--- config.mk ---
export PLATFORM = sky130hd
export DESIGN_NAME = fx_byte_extractor
export DESIGN_NICKNAME = d
export VERILOG_FILES = /design/src/rtl/fx_pkg.sv /design/src/rtl/fx_tile_mask.sv /design/src/rtl/fx_tile_gather.sv /design/src/rtl/fx_code_counter.sv /design/src/rtl/fx_byte_extractor.sv
export SDC_FILE = /design/constraint.sdc
export NUM_CORES = 1
export LEC_CHECK = 0
export BUFFER_PORTS_ARGS = -buffer_cell sky130_fd_sc_hd__clkbuf_2
export CORE_MARGIN = 4
export CORE_UTILIZATION = 45
export CTS_BUF_LIST = sky130_fd_sc_hd__clkbuf_2 sky130_fd_sc_hd__clkbuf_4 sky130_fd_sc_hd__clkbuf_8
export DETAILED_ROUTE_END_ITERATION = 10
export HOLD_SLACK_MARGIN = 0.03
export PLACE_DENSITY = 0.6
export SETUP_SLACK_MARGIN = 0.3
export SLEW_MARGIN = 30
export SYNTH_ARGS = -nofsm -noshare
export SYNTH_HDL_FRONTEND = slang
export SYNTH_SLANG_ARGS = --single-unit
--- constraint.sdc ---
create_clock -name clk -period 4.2 [get_ports clk]
set_clock_uncertainty 0.1 [all_clocks]
set_input_delay 0.42 -clock clk [delete_from_list [all_inputs] [get_ports clk]]
set_output_delay 0.42 -clock clk [all_outputs]
set_load 0.05 [all_outputs]
--- src/rtl/fx_pkg.sv ---
package fx_pkg;
    typedef enum logic {
        ST_FILL  = 1'b0,
        ST_DRAIN = 1'b1
    } fx_state_e;
endpackage

--- src/rtl/fx_tile_mask.sv ---
// Flags tiles that fall inside a corner square or the centre square.
module fx_tile_mask #(
    parameter int GRID    = 76,
    parameter int TILE_W  = 2,
    parameter int TILE_H  = 4,
    parameter int CORNER  = 8,
    parameter int LOGO_LO = 32,
    parameter int LOGO_SZ = 12,
    parameter int BW      = 5,
    parameter int TW      = 6
) (
    input  logic [BW-1:0] band,
    input  logic [TW-1:0] tile,
    output logic          reserved
);
    localparam int FAR  = GRID - CORNER;
    localparam int LOGO_HI = LOGO_LO + LOGO_SZ;

    int  row0;
    int  col0;
    logic row_edge;
    logic col_edge;
    logic row_mid;
    logic col_mid;

    always_comb begin
        row0     = int'(band) * TILE_H;
        col0     = int'(tile) * TILE_W;
        row_edge = (row0 < CORNER) || (row0 >= FAR);
        col_edge = (col0 < CORNER) || (col0 >= FAR);
        row_mid  = (row0 >= LOGO_LO) && (row0 < LOGO_HI);
        col_mid  = (col0 >= LOGO_LO) && (col0 < LOGO_HI);
        reserved = (row_edge && col_edge) || (row_mid && col_mid);
    end
endmodule

--- src/rtl/fx_tile_gather.sv ---
// Assembles one byte from a tile: left column low bits, top to bottom.
module fx_tile_gather #(
    parameter int GRID   = 76,
    parameter int TILE_W = 2,
    parameter int TILE_H = 4,
    parameter int TW     = 6
) (
    input  logic [TILE_H-1:0][GRID-1:0] rows,
    input  logic [TW-1:0]               tile,
    output logic [TILE_W*TILE_H-1:0]    tile_byte
);
    int base;

    always_comb begin
        base      = int'(tile) * TILE_W;
        tile_byte = '0;
        for (int c = 0; c < TILE_W; c++) begin
            for (int r = 0; r < TILE_H; r++) begin
                tile_byte[c*TILE_H + r] = rows[r][base + c];
            end
        end
    end
endmodule

--- src/rtl/fx_code_counter.sv ---
// Modulo-PERIOD count of started codes; is_last marks the special slot.
module fx_code_counter #(
    parameter int PERIOD = 44
) (
    input  logic clk,
    input  logic rst_n,
    input  logic advance,
    output logic is_last
);
    localparam int CNTW = (PERIOD > 1) ? $clog2(PERIOD) : 1;

    logic [CNTW-1:0] cnt_d, cnt_q;

    always_comb begin
        is_last = (cnt_q == CNTW'(PERIOD - 1));
        cnt_d   = cnt_q;
        if (advance) begin
            cnt_d = is_last ? '0 : cnt_q + 1'b1;
        end
    end

    always_ff @(posedge clk) begin
        if (!rst_n) cnt_q <= '0;
        else        cnt_q <= cnt_d;
    end
endmodule

--- src/rtl/fx_byte_extractor.sv ---
module fx_byte_extractor
    import fx_pkg::*;
#(
    parameter int GRID    = 76,
    parameter int TILE_W  = 2,
    parameter int TILE_H  = 4,
    parameter int CORNER  = 8,
    parameter int LOGO_LO = 32,
    parameter int LOGO_SZ = 12,
    parameter int PERIOD  = 44,
    localparam int BYTE_W = TILE_W * TILE_H
) (
    input  logic              clk,
    input  logic              rst_n,
    input  logic              in_valid,
    output logic              in_ready,
    input  logic              in_sof,
    input  logic [GRID-1:0]   in_row,
    output logic              out_valid,
    input  logic              out_ready,
    output logic [BYTE_W-1:0] out_data,
    output logic              out_sof,
    output logic              out_eof,
    output logic              out_special,
    input  logic              err_clr,
    output logic              err_resync,
    output logic              err_len
);
    localparam int BANDS     = GRID / TILE_H;
    localparam int TILES     = GRID / TILE_W;
    localparam int PAYLOAD   = GRID*GRID - 4*CORNER*CORNER - LOGO_SZ*LOGO_SZ;
    localparam int BYTES     = PAYLOAD / BYTE_W;
    localparam int LAST_TILE = TILES - 1 - CORNER / TILE_W;
    localparam int RW        = (TILE_H > 1) ? $clog2(TILE_H) : 1;
    localparam int BW        = $clog2(BANDS);
    localparam int TW        = $clog2(TILES);
    localparam int CW        = $clog2(BYTES + 1);

    typedef struct packed {
        fx_state_e                  state;
        logic [RW-1:0]              row_idx;
        logic [BW-1:0]              band;
        logic [TW-1:0]              tile;
        logic [TILE_H-1:0][GRID-1:0] rows;
        logic                       active;
        logic                       special;
        logic [CW-1:0]              byte_cnt;
        logic                       err_resync;
        logic                       err_len;
    } fx_state_t;

    fx_state_t st_d, st_q;

    logic              reserved;
    logic [BYTE_W-1:0] tile_byte;
    logic              code_last;
    logic              accept;
    logic              start;
    logic              step;
    logic [CW-1:0]     cnt_after;

    fx_tile_mask #(
        .GRID(GRID), .TILE_W(TILE_W), .TILE_H(TILE_H), .CORNER(CORNER),
        .LOGO_LO(LOGO_LO), .LOGO_SZ(LOGO_SZ), .BW(BW), .TW(TW)
    ) mask_i (
        .band     (st_q.band),
        .tile     (st_q.tile),
        .reserved (reserved)
    );

    fx_tile_gather #(
        .GRID(GRID), .TILE_W(TILE_W), .TILE_H(TILE_H), .TW(TW)
    ) gather_i (
        .rows      (st_q.rows),
        .tile      (st_q.tile),
        .tile_byte (tile_byte)
    );

    fx_code_counter #(
        .PERIOD(PERIOD)
    ) codes_i (
        .clk     (clk),
        .rst_n   (rst_n),
        .advance (start),
        .is_last (code_last)
    );

    // Port side of the state.
    always_comb begin
        in_ready    = (st_q.state == ST_FILL);
        out_valid   = (st_q.state == ST_DRAIN) && !reserved;
        out_data    = tile_byte;
        out_sof     = out_valid && (st_q.byte_cnt == '0);
        out_eof     = out_valid && (st_q.band == BW'(BANDS - 1))
                                && (st_q.tile == TW'(LAST_TILE));
        out_special = st_q.special;
        err_resync  = st_q.err_resync;
        err_len     = st_q.err_len;
    end

    // Next-state computation.
    always_comb begin
        st_d      = st_q;
        accept    = in_valid && (st_q.state == ST_FILL);
        start     = accept && in_sof;
        step      = (st_q.state == ST_DRAIN) && (reserved || out_ready);
        cnt_after = st_q.byte_cnt + CW'(!reserved);

        if (err_clr) begin
            st_d.err_resync = 1'b0;
            st_d.err_len    = 1'b0;
        end

        if (start) begin
            if (st_q.active) begin
                st_d.err_resync = 1'b1;
                if (st_q.byte_cnt != CW'(BYTES)) st_d.err_len = 1'b1;
            end
            st_d.rows[0]  = in_row;
            st_d.row_idx  = RW'(1);
            st_d.band     = '0;
            st_d.tile     = '0;
            st_d.active   = 1'b1;
            st_d.special  = code_last;
            st_d.byte_cnt = '0;
        end else if (accept && st_q.active) begin
            st_d.rows[st_q.row_idx] = in_row;
            if (st_q.row_idx == RW'(TILE_H - 1)) begin
                st_d.row_idx = '0;
                st_d.tile    = '0;
                st_d.state   = ST_DRAIN;
            end else begin
                st_d.row_idx = st_q.row_idx + 1'b1;
            end
        end

        if (step) begin
            st_d.byte_cnt = cnt_after;
            if (st_q.tile == TW'(TILES - 1)) begin
                st_d.tile  = '0;
                st_d.state = ST_FILL;
                if (st_q.band == BW'(BANDS - 1)) begin
                    st_d.band   = '0;
                    st_d.active = 1'b0;
                    if (cnt_after != CW'(BYTES)) st_d.err_len = 1'b1;
                end else begin
                    st_d.band = st_q.band + 1'b1;
                end
            end else begin
                st_d.tile = st_q.tile + 1'b1;
            end
        end
    end

    always_ff @(posedge clk) begin
        if (!rst_n) st_q <= '0;
        else        st_q <= st_d;
    end
endmodule

# Word-level counts from Yosys, hierarchy flattened
# Index checks and enable logic that the tools add are counted.
# classes
magnitude_cmp,12
mux,52
eq_ne,7
n_reduce_logical,26
n_bitwise,3
addsub,6
# ops
op,n
$mux W310,1
$bwmux W304,1
$demux W76 S2,1
$mux W76,2
$lt A32 B9 Y1 const B,1
$bmux W1 S7,4
$mux W1,25
$bmux W1 S6,4
$mux W6,4
$ne A10 B10 Y1 const B,2
$eq A6 B6 Y1 const B,3
$mux W5,3
$ge A7 B6 Y1 const B,2
$ge A7 B7 Y1 const B,2
$lt A7 B4 Y1 const B,2
$lt A7 B6 Y1 const B,2
$mux W14,1
$logic_and A1 B1 Y1,13
$add A6 B1 Y6 const B,2
$mux W11,1
$add A10 B1 Y10,1
$logic_not A10 Y1,1
$mux W10,1
$add A7 B1 Y8 const B,1
16 further kinds,26
# totals
wordCells,121
register_bits,338
in_bits,82

# Logic depth before layout (Yosys ltp)
# logic_depth
ltp_word,11
ltp_mapped,12

# By module
# A second synthesis with hierarchy kept.
# hier_totals
hier_cells,1867
hier_area_um2,15347.2
# by_module_without_submodules
mod,n_inst,cells_each,area_per_inst_um2
fx_byte_extractor,1,1542,12273.0
fx_tile_gather,1,281,2691.3
fx_code_counter,1,33,306.5
fx_tile_mask,1,11,76.3

# Worst setup path before layout
# Ideal clock, no wire load.
# synth_path
kind,reg2out
startpoint,register st_q[318] in the netlist's numbering
endpoint,output out_data[3]
path_stages_with_launch,10
required_time_ns,3.680
n_path_buf,4
arrival_ns,2.688
setup_slack_ns,0.992
cell_sequence,dfxtp_1 -> buf_6 -> buf_6 -> buf_4 -> buf_6 -> mux2i_1 -> o221ai_1 -> a21oi_1 -> a22o_1 -> o21ai_0
# synth_between
elab_chain_cells,2
# synth_lines
item,line,source
start: declaration,fx_byte_extractor.sv:52,"fx_state_t st_d, st_q;"
start signal: assignment,fx_byte_extractor.sv:157,else st_q <= st_d;
$bmux W1 S6,fx_tile_gather.sv:19,tile_byte[c*TILE_H + r] = rows[r][base + c];
$mux W1 (not written as such),fx_tile_gather.sv:19,
end: declaration,fx_byte_extractor.sv:21,"output logic [BYTE_W-1:0] out_data,"
# Every way passes these cells. The select of a mux whose other input is x is not followed.

# Worst setup path after layout
# layout_path
startpoint,register st_q[318] in the netlist's numbering
endpoint,output out_data[1]
# Same word-level chain as after synthesis.

==> summary.txt <==
Min path
  • Hold path depth: 4
  • Hold Startpoint: out_ready
  • Worst Hold Class: input pin to flop
  • Hold Path End: st_q[331]

Flow run
  • # Max-Cap Violations: 0

Drt
  • Vias per cell: 5.55
  • Routed length per instance: 19.0 um
  • Final ANT Viol Nets: 0
  • DRT Pass-1 Iters: 5
  • Final wirelength: 44.8 mm
  • Via count: 13,100
  • Remaining DRCs: 0
  • Detailed router's first-iteration violation count: 1,264

Timing
  • Slew headroom: 35.5%
  • Fmax: 266 MHz
  • Hold Vio Cnt, Final: 0
  • Min Tclk post-route: 3.75 ns
  • Fin crit share: 89.4%
  • Slew Viols, Final: 0
  • RSZ-0062 raised after global routing: false
  • Final setup fails: 0
  • Post-Route Setup TNS: 0 ns
  • Worst slew pin tran: 0.967 ns

Power and ir drop
  • Pwr Total: 0.00661 W
  • Pwr dens: 380 mW/mm^2
  • Clock power share: 44.5%
  • Gate power share: 5.7%
  • Pint: 0.00503 W
  • Sw Share: 23.9%
  • VDD IR max: 0.000240 V
  • Sw Pwr: 0.00158 W
  • Seq pwr share: 49.7%
  • Static Leakage: 5.95 nW

CTS
  • Post-CTS Setup Inserts: 0
  • Clock sink count: 338
  • Clock root cell: clkbuf_8
  • Clk Latency, worst-skew pair: 0.62 ns
  • H-tree levels: 2
  • CTS Buf Count: 57
  • Clock transition at path regs: 0.06 ns
  • CTS tree: built
  • CTS Buffer Depth: 3

Die
  • Std cell rows: 66
  • Die Ht: 189 um
  • Num ports: 97
  • Core box area: 0.0325 sq mm
  • Starting Density: 45.6%
  • Die area: 0.0358 sq mm
  • DIE WIDTH: 189 um

Synthesis
  • Top cells by area, synth: dfxtp_1 (46%), nand2_1 (16%), a21oi_1 (11%), mux4_2 (9.6%), clkbuf_1 (2.4%)
  • Yosys cell types: 62
  • Synth Area per Inst: 8.38 sq um
  • Cells after synthesis: 1,766
  • Post-synth top area share: 45.7%
  • Synth area leader: dfxtp_1
  • Syn_nets: 1,860
  • Async set-or-reset flop fraction in the synthesized netlist: 0%
  • FF+latch count, synth: 338
  • Post-synth EDFFs: 0
  • Register area share after synthesis: 45.7%
  • Syn. warnings: 0
  • Mapped cell area: 0.0148 sq mm
  • Top FF cell, synth: dfxtp_1
  • Cell with the most instances after synthesis: nand2_1
  • Commonest cells in the netlist: nand2_1 (633), dfxtp_1 (338), a21oi_1 (320), clkbuf_1 (93), mux4_2 (63)

Cells and area
  • Fill cells: 3,051
  • Layout cells sized above 1: 15.6%
  • Nets: 1,975
  • Area Growth Syn to Fin: 17.6%
  • Multi-input gate area: 0.00737 sq mm
  • FF/Latch Area: 0.00677 sq mm

Global route
  • Global-route wire length before repair: 71.1 mm
  • Vias in the first global route: 12,700
  • M3 GR Usage: 3.95%
  • Grt met2 use: 40.2%
  • Pin count of the biggest net entering global routing: 195
  • Initial antenna violation count: 0
  • Busiest grt layer: met2
  • GR Util met1: 33.9%
  • Gr ovfl total: 0
  • GRT Util Overall: 24.5%

Critical path
  • CP Class: flop to output port
  • CP Buf/Inv Count: 2
  • CP cell instances: buf_12, mux4_2, a22oi_1, a311oi_1, a221o_1, clkbuf_2
  • Slowest cell on crit path: mux4_2
  • R2r endpoint: st_q[10]
  • Critical path arrival: 3.23 ns
  • Slowest stage delay, CP: 0.58 ns
  • Worst r2r path cells: 12
  • Required @ worst endpoint: 3.68 ns
  • Worst-path fanout max: 53
  • Crit start category: flop
  • Reg2Reg Setup Slack: 1.06 ns
  • Origin of the critical flop-to-flop path: st_q[325]
  • Critical path's top delay family: compound AO/OA/AOI/OAI gates
  • CP Capture Type: output port

Placement
  • Port-buffer cells: 96
  • Post-DP HPWL: 28.4 mm
  • Gpl congestion: 0.904

Run status
  • Status: finished, final reports clean
==> through the flow <==
step,area (sq um),setup WS [ns],hold slack [ns],instances,util [%]
after floorplan,14800,0.992,0.328,1766,-
after CTS,17400,0.331,0.139,2355,53.6
after global placement,15500,0.982,0.335,2186,47.7
after global routing,17400,0.316,0.195,2355,53.6
after detailed placement,15500,0.975,0.343,2186,47.7
final,17400,0.446,0.179,2356,53.6
==> registers in the layout (all words and copies together), names as in the netlist <==
signal and count:
codes_i.cnt_q 6, err_len 1, err_resync 1, out_special 1, st_q 329
==> layout make-up <==
cell class | count | area share, %
antenna | 1 | 0.0144
multi-input combinational | 1272 | 42.3
clock buffer | 84 | 5.96
tap | 442 | 3.18
sequential | 338 | 38.9
timing repair buffer | 195 | 8.68
clock inverter | 7 | 0.482
inverter | 17 | 0.410
==> tightest hold or removal path: cells and delay by family <==
kind,cells,cell delay [ns]
and+or+nand+nor,2,0.22
buffers and inverters,1,0.12
AOI/OAI and AO/OA,1,0.08
==> cell families after synthesis <==
| logic type | count (synthesis) | share of synthesized area (%) |
|---|---|---|
| flip-flops | 338 | 45.7 |
| AND/OR/NAND/NOR | 741 | 20.3 |
| buffers and inverters | 156 | 4.66 |
| AO/OA/AOI/OAI | 419 | 16.2 |
| adder cells (fa/ha/maj) | 12 | 1.01 |
| multiplexers | 92 | 11.7 |
| XOR/XNOR | 8 | 0.474 |
==> power groups by stage <==
stage | Combinational (W) | Sequential [W] | Clock [W]
floorplan | 0.000174 | 0.00335 | 0
global placement | 0.000316 | 0.00336 | 0
detailed placement | 0.000317 | 0.00336 | 0
CTS | 0.000375 | 0.00329 | 0.00300
global route | 0.000413 | 0.00329 | 0.00315
finish | 0.000377 | 0.00329 | 0.00294
==> what timing repair did <==
action / in CTS / in global routing
resized for setup: 0 / 1
hold buffers: 78 / 0
setup endpoints to repair: 0 / 1
endpoints found under the hold margin: 303 / 0
==> placed cells by master, fill, tap and decap left out, drive strengths merged, types with 6 or more instances in the layout <==
cell / n
mux2i: 20
and2: 6
a22oi: 21
and3: 12
nor2b: 6
o21ai: 12
nand4: 6
inv: 19
o211ai: 10
nor3: 20
nand3: 14
nand2: 633
buf: 21
a22o: 7
mux2: 9
a221o: 7
mux4: 63
dlygate4sd3: 78
a21oi: 321
nor2: 19
clkbuf: 180
o221ai: 12
a211oi: 11
ha: 12
dfxtp: 338
==> how the worst max path moves through the flow <==
stage,slack (ns),from,to,cells after the start
CTS,0.33,st_q[319],out_data[2],6
floorplan,0.99,st_q[318],out_data[3],9
finish,0.45,st_q[318],out_data[1],6
global placement,0.98,st_q[319],out_data[2],6
detailed placement,0.97,st_q[319],out_data[2],6
global route,0.32,st_q[318],out_data[7],6
==> routing by layer <==
metal | vias to the layer above | part of all wire, %
met5 | - | 0
met4 | 0 | 2.6
met3 | 93 | 6.4
met2 | 456 | 47
met1 | 6243 | 44
li1 | 6293 | -
Power figures use the tool's default switching activity.
